$ cat src/rtl/dtm_pkg.sv
package dtm_pkg;
    localparam int DATA_W = 34;
    localparam int HDR_W  = DATA_W + 2;
    localparam int INFO_W = 32;

    typedef enum logic [1:0] {
        OP_NOP    = 2'd0,
        OP_READ   = 2'd1,
        OP_WRITE  = 2'd2,
        OP_CWRITE = 2'd3
    } dtm_op_e;

    typedef enum logic [1:0] {
        RES_OK      = 2'd0,
        RES_NOWRITE = 2'd1,
        RES_FAIL    = 2'd2,
        RES_BUSY    = 2'd3
    } dtm_res_e;
endpackage

$ cat src/rtl/dtm_shift_reg.sv
module dtm_shift_reg #(
    parameter int W      = 42,
    parameter int INFO_W = 32
) (
    input  logic         clk,
    input  logic         rst_n,
    input  logic         cap_i,
    input  logic         shift_i,
    input  logic         narrow_i,
    input  logic [W-1:0] cap_val_i,
    input  logic         tdi_i,
    output logic         tdo_o,
    output logic [W-1:0] sr_o
);
    typedef struct packed {
        logic [W-1:0] sr;
    } sr_state_t;

    sr_state_t st_d, st_q;

    always_comb begin
        st_d = st_q;
        if (cap_i) begin
            st_d.sr = cap_val_i;
        end else if (shift_i) begin
            st_d.sr = st_q.sr >> 1;
            if (narrow_i) begin
                st_d.sr[INFO_W-1] = tdi_i;
            end else begin
                st_d.sr[W-1] = tdi_i;
            end
        end
    end

    always_ff @(posedge clk or negedge rst_n) begin
        if (!rst_n) begin
            st_q <= '0;
        end else begin
            st_q <= st_d;
        end
    end

    assign tdo_o = st_q.sr[0];
    assign sr_o  = st_q.sr;
endmodule

$ cat src/rtl/dtm_bus_ctrl.sv
module dtm_bus_ctrl
    import dtm_pkg::*;
#(
    parameter int ADDR_W = 6
) (
    input  logic              clk,
    input  logic              rst_n,
    input  logic              launch_i,
    input  dtm_op_e           op_i,
    input  logic [ADDR_W-1:0] addr_i,
    input  logic [DATA_W-1:0] wdata_i,
    input  logic              rsp_valid_i,
    input  logic [DATA_W-1:0] rsp_data_i,
    input  logic              rsp_fail_i,
    input  logic              rsp_nowrite_i,
    output logic              req_valid_o,
    output logic              req_write_o,
    output logic              req_cond_o,
    output logic [ADDR_W-1:0] req_addr_o,
    output logic [DATA_W-1:0] req_wdata_o,
    output logic              pend_o,
    output dtm_res_e          result_o,
    output logic [DATA_W-1:0] rdata_o
);
    typedef struct packed {
        logic              pend;
        logic              req_valid;
        logic              write;
        logic              cond;
        logic [ADDR_W-1:0] addr;
        logic [DATA_W-1:0] wdata;
        dtm_res_e          result;
        logic [DATA_W-1:0] rdata;
    } bus_state_t;

    bus_state_t st_d, st_q;

    always_comb begin
        st_d           = st_q;
        st_d.req_valid = 1'b0;
        if (launch_i && op_i != OP_NOP) begin
            st_d.pend      = 1'b1;
            st_d.req_valid = 1'b1;
            st_d.write     = op_i[1];
            st_d.cond      = (op_i == OP_CWRITE);
            st_d.addr      = addr_i;
            st_d.wdata     = wdata_i;
        end
        if (rsp_valid_i && st_q.pend) begin
            st_d.pend  = 1'b0;
            st_d.rdata = rsp_data_i;
            if (rsp_fail_i) begin
                st_d.result = RES_FAIL;
            end else if (rsp_nowrite_i && st_q.cond) begin
                st_d.result = RES_NOWRITE;
            end else begin
                st_d.result = RES_OK;
            end
        end
    end

    always_ff @(posedge clk or negedge rst_n) begin
        if (!rst_n) begin
            st_q <= '{pend: 1'b0, req_valid: 1'b0, write: 1'b0, cond: 1'b0,
                      addr: '0, wdata: '0, result: RES_OK, rdata: '0};
        end else begin
            st_q <= st_d;
        end
    end

    assign req_valid_o = st_q.req_valid;
    assign req_write_o = st_q.write;
    assign req_cond_o  = st_q.cond;
    assign req_addr_o  = st_q.addr;
    assign req_wdata_o = st_q.wdata;
    assign pend_o      = st_q.pend;
    assign result_o    = st_q.result;
    assign rdata_o     = st_q.rdata;
endmodule

$ cat src/rtl/dtm_scan_port.sv
module dtm_scan_port
    import dtm_pkg::*;
#(
    parameter int ADDR_W  = 6,
    parameter int VERSION = 1
) (
    input  logic              clk,
    input  logic              rst_n,
    input  logic              sel_info,
    input  logic              sel_scan,
    input  logic              dr_capture,
    input  logic              dr_shift,
    input  logic              dr_update,
    input  logic              tdi,
    output logic              tdo,
    output logic              req_valid,
    output logic              req_write,
    output logic              req_cond,
    output logic [ADDR_W-1:0] req_addr,
    output logic [DATA_W-1:0] req_wdata,
    input  logic              rsp_valid,
    input  logic [DATA_W-1:0] rsp_data,
    input  logic              rsp_fail,
    input  logic              rsp_nowrite
);
    localparam int W = ADDR_W + HDR_W;

    typedef struct packed {
        logic cap_busy;
    } top_state_t;

    top_state_t        st_d, st_q;
    logic              pend;
    dtm_res_e          result;
    logic [DATA_W-1:0] rdata;
    logic [W-1:0]      scan_bits;
    logic [W-1:0]      cap_val;
    logic              any_sel;
    logic              launch;
    dtm_op_e           upd_op;

    assign any_sel = sel_info | sel_scan;
    assign upd_op  = dtm_op_e'(scan_bits[1:0]);

    always_comb begin
        st_d   = st_q;
        launch = 1'b0;
        if (dr_capture && sel_scan) begin
            st_d.cap_busy = pend;
        end
        if (dr_update && sel_scan && !st_q.cap_busy && !pend) begin
            launch = 1'b1;
        end
    end

    always_comb begin
        if (sel_info) begin
            cap_val      = '0;
            cap_val[7:4] = 4'(ADDR_W);
            cap_val[3:0] = 4'(VERSION);
        end else begin
            cap_val = {req_addr, rdata, (pend ? RES_BUSY : result)};
        end
    end

    always_ff @(posedge clk or negedge rst_n) begin
        if (!rst_n) begin
            st_q <= '0;
        end else begin
            st_q <= st_d;
        end
    end

    dtm_shift_reg #(.W(W), .INFO_W(INFO_W)) u_sr (
        .clk       (clk),
        .rst_n     (rst_n),
        .cap_i     (dr_capture & any_sel),
        .shift_i   (dr_shift & any_sel),
        .narrow_i  (sel_info),
        .cap_val_i (cap_val),
        .tdi_i     (tdi),
        .tdo_o     (tdo),
        .sr_o      (scan_bits)
    );

    dtm_bus_ctrl #(.ADDR_W(ADDR_W)) u_bus (
        .clk           (clk),
        .rst_n         (rst_n),
        .launch_i      (launch),
        .op_i          (upd_op),
        .addr_i        (scan_bits[W-1:HDR_W]),
        .wdata_i       (scan_bits[HDR_W-1:2]),
        .rsp_valid_i   (rsp_valid),
        .rsp_data_i    (rsp_data),
        .rsp_fail_i    (rsp_fail),
        .rsp_nowrite_i (rsp_nowrite),
        .req_valid_o   (req_valid),
        .req_write_o   (req_write),
        .req_cond_o    (req_cond),
        .req_addr_o    (req_addr),
        .req_wdata_o   (req_wdata),
        .pend_o        (pend),
        .result_o      (result),
        .rdata_o       (rdata)
    );
endmodule

$ cat config.mk
export PLATFORM = sky130hd
export DESIGN_NAME = dtm_scan_port
export DESIGN_NICKNAME = d
export VERILOG_FILES = /design/src/rtl/dtm_pkg.sv /design/src/rtl/dtm_shift_reg.sv /design/src/rtl/dtm_bus_ctrl.sv /design/src/rtl/dtm_scan_port.sv
export SDC_FILE = /design/constraint.sdc
export NUM_CORES = 1
export LEC_CHECK = 0
export BUFFER_PORTS_ARGS = -buffer_cell sky130_fd_sc_hd__buf_2
export CAP_MARGIN = 30
export CORE_ASPECT_RATIO = 0.8
export CORE_MARGIN = 1
export CORE_UTILIZATION = 35
export CTS_BUF_LIST = sky130_fd_sc_hd__clkbuf_4 sky130_fd_sc_hd__clkbuf_8
export CTS_CLUSTER_SIZE = 28
export DETAILED_ROUTE_END_ITERATION = 8
export GPL_ROUTABILITY_DRIVEN = 1
export SYNTH_ARGS = -nofsm -noshare
export SYNTH_HDL_FRONTEND = slang
export SYNTH_SLANG_ARGS = --single-unit
$ cat constraint.sdc
create_clock -name clk -period 3.1 [get_ports clk]
set_clock_uncertainty 0.15 [all_clocks]
set_input_delay 0.31 -clock clk [delete_from_list [all_inputs] [get_ports clk]]
set_output_delay 0.31 -clock clk [all_outputs]
set_load 0.01 [all_outputs]
=== After elaboration in Yosys (flattened, before gate mapping) ===
Index checks and enable logic that the tools add are counted.
Widths: inputs -> output; s select.

* Bits in registers: 123
* Bits in latches: 0
* Bits in writable memories: 0
* Memory bits (read-only): 0
* Bits of input ports: 45
* Output and inout bits: 44
* Word-level logic and storage cells: 37
* Memories kept: 0

* Add/subtract/negate cells: 0
* $mul: 0
* Divide/modulo/power cells: 0
* $lt $le $gt $ge: 0
* Equal/unequal tests: 1
* Shift-type cells: 0
* Mux-type cells: 11
* Bitwise gates (word level): 3
* Reduce and logical (&&, ||, !) cells: 12

{| class="wikitable"
|+ Operators by type and width
! cell !! count
|-
| $mux 42 || 3
|-
| $mux 44 || 1
|-
| $logic_and 1x1->1 || 7
|-
| $reduce_bool 2->1 || 3
|-
| $mux 1 || 5
|-
| $mux 2 || 2
|-
| $and 1x1->1 || 2
|-
| $eq 2x2->1 const B || 1
|-
| $logic_not 1->1 || 2
|-
| $or 1x1->1 || 1
|}

=== Logic depth before layout (Yosys ltp) ===
Gate-level depths: netlist (run 1).

* Word-level depth: 7
* Mapped depth: 6
* Depth with buffers taken out: 3

=== By module ===
A second synthesis (run 1) with hierarchy kept.

* Cells, all modules: 413
* Area total of the unflattened synthesis: 5,517.8 um2

{| class="wikitable"
|+ Modules (own cells, without submodules)
! module !! times used !! cells an instance !! area each (um2) !! seq. area each (um2)
|-
| dtm_bus_ctrl || 1 || 173 || 3,148.0 || 2,001.9
|-
| dtm_shift_reg || 1 || 187 || 2,018.2 || 1,051.0
|-
| dtm_scan_port || 1 || 53 || 351.6 || 25.0
|}

=== Worst setup path after synthesis (run 1) ===
No wires, ideal clock.

* Path type: register to register
* Start point: reg u_bus.st_q (netlist bit u_bus.pend_o)
* End point: reg u_bus.st_q (netlist bit u_bus.req_wdata_o[16])
* Library setup time: 0.125 ns
* Data arrival time: 1.486 ns
* Data required time: 2.825 ns
* Setup slack: 1.339 ns
* Stages on the path, launching flop included: 4
* Buffers on the path: 1
* Clock period less this slack: 1.761 ns
* Path through: dfrtp_1 > nor4_4 > buf_6 > mux2_2

* Longest elaborated chain between the ends: 4

{| class="wikitable"
|+ Ends and longest elaborated chain
! item !! RTL line !! RTL
|-
| start: declaration || dtm_bus_ctrl.sv:36 || <nowiki>bus_state_t st_d, st_q;</nowiki>
|-
| start signal: assignment || dtm_bus_ctrl.sv:64 || <nowiki>st_q <= '{pend: 1'b0, req_valid: 1'b0, write: 1'b0, cond: 1'b0,</nowiki>
|-
| start signal: assignment || dtm_bus_ctrl.sv:67 || <nowiki>st_q <= st_d;</nowiki>
|-
| $logic_not 1->1 || dtm_scan_port.sv:51 || <nowiki>if (dr_update && sel_scan && !st_q.cap_busy && !pend) begin</nowiki>
|-
| $logic_and 1x1->1 || dtm_scan_port.sv:51 ||
|-
| $mux 1 || dtm_scan_port.sv:51 ||
|-
| $logic_and 1x1->1 || dtm_bus_ctrl.sv:41 || <nowiki>if (launch_i && op_i != OP_NOP) begin</nowiki>
|}

Every way passes these cells.
A chain may end at the register's enable or synchronous reset.

=== Worst setup path in the final report (run 1) ===
* Start point: in rsp_valid
* End point: reg u_bus.st_q (netlist bit u_bus.result_o[0])

* Longest elaborated chain between the ends: 1

{| class="wikitable"
|+ Ends and longest elaborated chain
! item !! RTL line !! RTL
|-
| start: declaration || dtm_scan_port.sv:21 || <nowiki>input logic rsp_valid,</nowiki>
|-
| $logic_and 1x1->1 || dtm_bus_ctrl.sv:49 || <nowiki>if (rsp_valid_i && st_q.pend) begin</nowiki>
|}

Every way passes these cells.

==> run summary, run 1 <==
Post-Syn Instances: 336
part of the power in registers: 48.7%
worst hold start: sel_info
H-tree depth: 4
GPL Wtd Cong: 0.7093
DP Cell Count: 585
Cell variety after synth: 29
Critical Path Fanout Max: 37
initial core utilization: 36.29%
P_int: 3.705 mW
placed inst area: 0.005577 sq mm
Crit path max-delay family: buffers and inverters
Clk Latency, worst-skew pair: 0.42 ns
r2r endpoint: u_bus.result_o[0]
num rows: 38
Design Area, Final: 0.006394 sq mm
largest stage delay on the critical path: 0.59 ns
post-synthesis compound-gate area fraction: 9.517%
root buffer cell: clkbuf_8
final wirelength: 10600 um
Pwr Density: 794.6 mW/mm^2
CP Launch Type: primary input
Net Sw Frac: 27.08%
share of layout cells above drive strength 1: 42.95%
mux contribution to synthesized area: 17.65%
ys flop type: dfrtp_1
Post-Synth Simple-Gate Area: 7.729%
post-synth net total: 381
post-synthesis average cell area: 14.79 sq um
Port Buffers: 88
setup violators final: 0
CTS tree: yes
Slew HR: 35.86%
hpwl dp: 6752 um
sequential-to-total area share from yosys stat: 61.93%
Pins Over Slew Limit: 0
Synth top area share: 61.93%
Final Hold Fails: 0
pre-CTS WS: 1.078 ns
gr usage total: 15.87%
Synth Register Bits: 123
die outline height: 108.6 um
Syn-to-layout area delta: 28.65%
Worst setup EP type: flop
Peak Freq: 0.4307 GHz
Final Power: 5.081 mW
Comb pwr share: 21.8%
RSZ-0062 raised after global routing: false
clk slew on worst S/H paths: 0.07 ns
clock buffer depth: 2
Slew @ Worst Pin: 0.9587 ns
vias: 3275
vias per cell: 5.000
number of flops mapped to enable cells by yosys: 0
area of the multi-input gates: 0.001745 sq mm
post-synthesis adder-cell area fraction: 0%
Worst R2R Setup Slack: 0.80 ns
die area: 0.01468 sq mm
Diodes inserted: 0
critical path's most frequent cell: dlygate4sd3_1
initial antenna violation count: 0
Worst Hold Endpoint: u_sr.sr_o[41]
CP Class: in -> reg
Non-Filler Instances: 655
First DRT Iteration DRCs: 170
largest net degree at the start of global routing: 82
status: finished clean
post-route clock period utilization: 74.89%
setup TNS: 0 ns
filler cell count: 1222
Synth area leader: dfrtp_1
Synth area leaders: dfrtp_1, mux2_2, a221o_1
Worst Reg2Reg Path Length in Cells: 3
DRC viols: 0
TritonCTS Buffers: 17
Routed wire per std cell: 16.18 um
core area: 0.01369 sq mm
post-route setup slack: 0.7784 ns
post-synthesis instance area: 0.004970 sq mm
critical path arrival: 2.53 ns
CTS-repair resized insts: 0
antenna viol nets, final: 0
io pins: 89
Worst Hold Path Cells: 2
Synth async-reset ratio: 100.0%
final net count: 507
Tightest Hold Check Type: in -> reg
post-CTS setup buffer count: 0
# Max-Cap Violations: 0
Seq. cell area: 0.003078 sq mm
Worst path slowest cell: dlygate4sd3_1
sw power: 1.376 mW
first-pass GRT wire length: 17630 um
clk sinks: 123
Clock power frac: 29.6%
main combinational cell family by area after synthesis: multiplexers
xor-xnor portion of the synthesized cell area: 0%
DRT Pass-1 Iters: 5
Peak VDD IR: 0.3812 mV
Worst Path Buf+Inv: 3
reg-to-reg startpoint: u_bus.pend_o
grt ovf: 0
fin util: 46.69%
final hold slack: 0.06142 ns
Yosys warnings: 0
crit path cell chain: dlygate4sd3_1, buf_2, nand2_2, o31ai_1, dlygate4sd3_1
Lkg Pwr: 3.025 nW
Tmin final: 2.322 ns
Worst Path Required: 3.31 ns
Horiz. Die Dim: 135.2 um
vias in the first global route: 3353
## Yosys cell counts (all sizes together) (2+ instances only)
| master | count |
|---|---|
| inv | 4 |
| mux2 | 77 |
| nor3b | 36 |
| a221o | 37 |
| o21ai | 4 |
| nand3b | 2 |
| o22ai | 4 |
| buf | 16 |
| dfrtp | 123 |
| clkbuf | 9 |
| nand2 | 11 |
## flip-flops by register name, summed over array words and instances, names as in the netlist
name / cells
u_bus.req_cond_o: 1
st_q: 1
u_sr.sr_o: 42
u_bus.req_wdata_o: 34
u_bus.req_addr_o: 6
u_bus.pend_o: 1
u_bus.result_o: 2
u_bus.req_valid_o: 1
u_bus.rdata_o: 34
u_bus.req_write_o: 1
## worst max path at each step
stage / to / from / cells past startpoint / slack (ns)
3_5_place_dp: u_sr.sr_o[37] / dr_capture / 6 / 1.08
5_1_grt: u_bus.result_o[0] / u_bus.pend_o / 3 / 0.61
3_3_place_gp: u_sr.sr_o[1] / dr_capture / 4 / 1.11
4_1_cts: u_bus.result_o[0] / u_bus.pend_o / 3 / 0.75
6_report: u_bus.result_o[0] / rsp_valid / 5 / 0.78
2_1_floorplan: u_bus.req_wdata_o[16] / u_bus.pend_o / 3 / 1.34
## worst register-to-register path: stages, from the launching register on
cell and delay [ns]:
dfrtp_1 0.48, nand2_2 0.59, o31ai_1 0.43, dlygate4sd3_1 0.59
## cells by family (layout without fill, tap and decap cells)
logic type             count (synthesis)  after routing
AO/OA/AOI/OAI                         52             52
buffers and inverters                 29            168
AND/OR/NAND/NOR                       54             54
flip-flops                           123            123
multiplexers                          78             78
## area by class of cell
| type | count | area share, % |
|---|---|---|
| Sequential cell | 123 | 48.14 |
| Timing Repair Buffer | 132 | 13.97 |
| Clock inverter | 5 | 1.213 |
| Multi-Input combinational cell | 184 | 27.30 |
| Clock buffer | 27 | 5.616 |
| Tap cell | 180 | 3.523 |
| Inverter | 4 | 0.2348 |
## cell usage in the layout, fill, tap and decap left out, types with 3 or more instances in the layout
cell | netlist | routed
mux2_2 | 73 | 73
inv_1 | 4 | 4
clkbuf_8 | 0 | 25
dfrtp_1 | 123 | 123
o21ai_0 | 4 | 4
nand2_1 | 10 | 9
a221o_1 | 37 | 37
buf_2 | 9 | 87
mux2_1 | 4 | 4
dlygate4sd3_1 | 0 | 38
buf_4 | 0 | 5
nor3b_1 | 36 | 36
o22ai_1 | 3 | 3
## repair_timing
| item | in CTS | in global routing |
|---|---|---|
| endpoints found under the hold margin | 88 | 0 |
| hold buffers | 38 | 0 |
| setup endpoints to repair | 0 | 0 |
## metal layers
metal	part of all wire, %	global-route usage [%]	vias up
met2	44	22.05	92
li1	-	-	1527
met1	50	23.05	1650
met4	0.55	5.056	0
met5	0	0	-
met3	5.3	5.298	6
## power groups by stage
stage	combinational (mW)	sequential, mW	clock (mW)
finish	1.11	2.47	1.50
global route	1.22	2.55	1.62
CTS	1.13	2.48	1.55
detailed placement	1.09	2.51	0
global placement	1.06	2.49	0
floorplan	0.661	2.49	0
(Power assumes the default switching activity.)
==> run 2: changes to the inputs <==
clock period = 2.2 ns   (was 3.1 ns; I/O delays follow)
==> run 2 against run 1 <==
Sequential share of layout area about the same. Final cell count rose by 1.2%. Hold slack worse by 0.014 ns. Die area unchanged. Largest cell class unchanged. Largest power group unchanged.
==> run summary, run 2 (synthesized netlist as in run 1, its figures left out) <==
clk sinks: 123 (unchanged)
critical path arrival: 2.08 ns (-0.45 ns)
Peak VDD IR: 0.4643 mV (+22%)
Horiz. Die Dim: 135.2 um (unchanged)
part of the power in registers: 50.9% (+2.2 points)
Worst setup EP type: flop
grt ovf: 0 (unchanged)
Critical Path Fanout Max: 24 (-35%)
DRT Pass-1 Iters: 4 (-1)
Design Area, Final: 0.006400 sq mm (about the same)
Worst Path Required: 2.42 ns (-0.89 ns)
DRC viols: 0 (unchanged)
First DRT Iteration DRCs: 205 (+21%)
H-tree depth: 4 (unchanged)
RSZ-0062 raised after global routing: false
max reg flops: 42 (unchanged)
Peak Freq: 0.5355 GHz
largest net degree at the start of global routing: 54 (-34%)
initial antenna violation count: 0 (unchanged)
Net Sw Frac: 29.91% (+2.8 points)
Tmin final: 1.868 ns
gr usage total: 16.09% (+0.22 points)
CTS tree: yes
Diodes inserted: 0 (unchanged)
r2r endpoint: u_bus.result_o[0]
io pins: 89 (unchanged)
Comb pwr share: 23.1% (+1.3 points)
Clk Latency, worst-skew pair: 0.43 ns (about the same)
Lkg Pwr: 3.032 nW (+0.22%)
Final Power: 6.860 mW (+35%)
final wirelength: 10700 um (+0.99%)
Tightest Hold Check Type: in -> reg
TritonCTS Buffers: 17 (unchanged)
first-pass GRT wire length: 17770 um (+0.82%)
Port Buffers: 88 (unchanged)
P_int: 4.808 mW (+30%)
die outline height: 108.6 um (unchanged)
Pins Over Slew Limit: 0 (unchanged)
worst hold start: dr_capture
Syn-to-layout area delta: 28.78% (about the same)
commonest non-fill, non-tap cell in the layout: dfrtp_1
reg-to-reg startpoint: u_bus.pend_o
vias per cell: 4.997 (about the same)
# Max-Cap Violations: 0 (unchanged)
root buffer cell: clkbuf_8
setup violators final: 0 (unchanged)
Routed wire per std cell: 16.14 um (-0.23%)
CP Class: reg -> reg
vias in the first global route: 3413 (+1.8%)
vias: 3313 (+1.2%)
GPL Wtd Cong: 0.7489 (+5.6%)
Slew @ Worst Pin: 0.4855 ns (-0.4732 ns)
placed inst area: 0.005654 sq mm (+1.4%)
Pwr Density: 1072 mW/mm^2 (+35%)
Final Hold Fails: 0 (unchanged)
Worst Reg2Reg Path Length in Cells: 4 (+1)
status: finished clean
die area: 0.01468 sq mm (unchanged)
clock buffer depth: 2 (unchanged)
Worst Hold Path Cells: 2 (unchanged)
initial core utilization: 36.29% (unchanged)
sw power: 2.052 mW (+49%)
commonest cells after routing, fill and taps aside: dfrtp_1, buf_2, mux2_2, dlygate4sd3_1, a221o_1
Clock power frac: 26.0% (-3.6 points)
core area: 0.01369 sq mm (unchanged)
hpwl dp: 6984 um (+3.4%)
clk slew on worst S/H paths: 0.07 ns (about the same)
post-route clock period utilization: 84.89%
final net count: 515 (+1.6%)
share of layout cells above drive strength 1: 43.69% (+0.74 points)
Slew HR: 67.63% (+32 points)
Worst Hold Endpoint: u_sr.sr_o[41]
CP Launch Type: flop
setup TNS: 0 ns (unchanged)
post-CTS setup buffer count: 0 (unchanged)
antenna viol nets, final: 0 (unchanged)
num rows: 38 (unchanged)
Worst R2R Setup Slack: 0.33 ns (-0.47 ns)
==> run 2: per-stage QoR <==
stage          std cells  hold slack [ns]  util (%)  setup slack [ns]
2_1_floorplan        336          -0.2256         -            0.4391
3_3_place_gp         592          0.06777     41.29            0.4768
3_5_place_dp         592          0.06341     41.29            0.4464
4_1_cts              663          0.01517     46.74            0.3511
5_1_grt              663          0.04387     46.74            0.1934
6_report             663          0.04748     46.74            0.3325
==> run 2: how the worst max path moves through the flow <==
stage	startpoint	to	slack (ns)	cells past startpoint
2_1_floorplan	u_bus.pend_o	u_bus.req_wdata_o[16]	0.44	3
3_3_place_gp	u_bus.pend_o	u_bus.req_addr_o[2]	0.48	3
3_5_place_dp	u_bus.pend_o	u_bus.req_addr_o[2]	0.45	3
4_1_cts	u_bus.pend_o	u_bus.result_o[0]	0.35	4
5_1_grt	u_bus.pend_o	u_bus.result_o[0]	0.19	4
6_report	u_bus.pend_o	u_bus.result_o[0]	0.33	4
==> run 2: metal layers <==
| layer | share of wire, % | track usage [%] | up-vias |
|---|---|---|---|
| li1 | - | - | 1542 |
| met1 | 48 | 22.19 | 1678 |
| met2 | 45 | 23.81 | 83 |
| met3 | 6.2 | 4.266 | 10 |
| met4 | 1.1 | 6.982 | 0 |
| met5 | 0 | 0 | - |
==> run 2: layout make-up <==
class,instances,area (sq um)
fillers,1260,7293
flip-flops and latches,123,3078
multi-input cells,184,1745
repair buffers,140,980.9
clock buffers,19,261.5
well taps,180,225.2
clock inverters,13,93.84
inverters,4,15.01
==> run 2: power by group through the flow <==
stage | Combinational [mW] | Clock (mW) | Sequential (mW)
final | 1.59 | 1.78 | 3.49
after global routing | 1.75 | 1.95 | 3.59
after CTS | 1.62 | 1.84 | 3.49
after detailed placement | 1.56 | 0 | 3.53
after global placement | 1.51 | 0 | 3.51
after floorplan | 0.932 | 0 | 3.50
==> run 2: timing repair <==
action / CTS / global route
resized for setup: 0 / 0
hold buffers: 39 / 0
hold endpoints to repair: 132 / 0
==> run 2: critical path, cell delays in order (launching register included) <==
cell           delay [ns]
dfrtp_1              0.47
nand2_2              0.08
buf_4                0.25
o31ai_1              0.26
dlygate4sd3_1        0.58
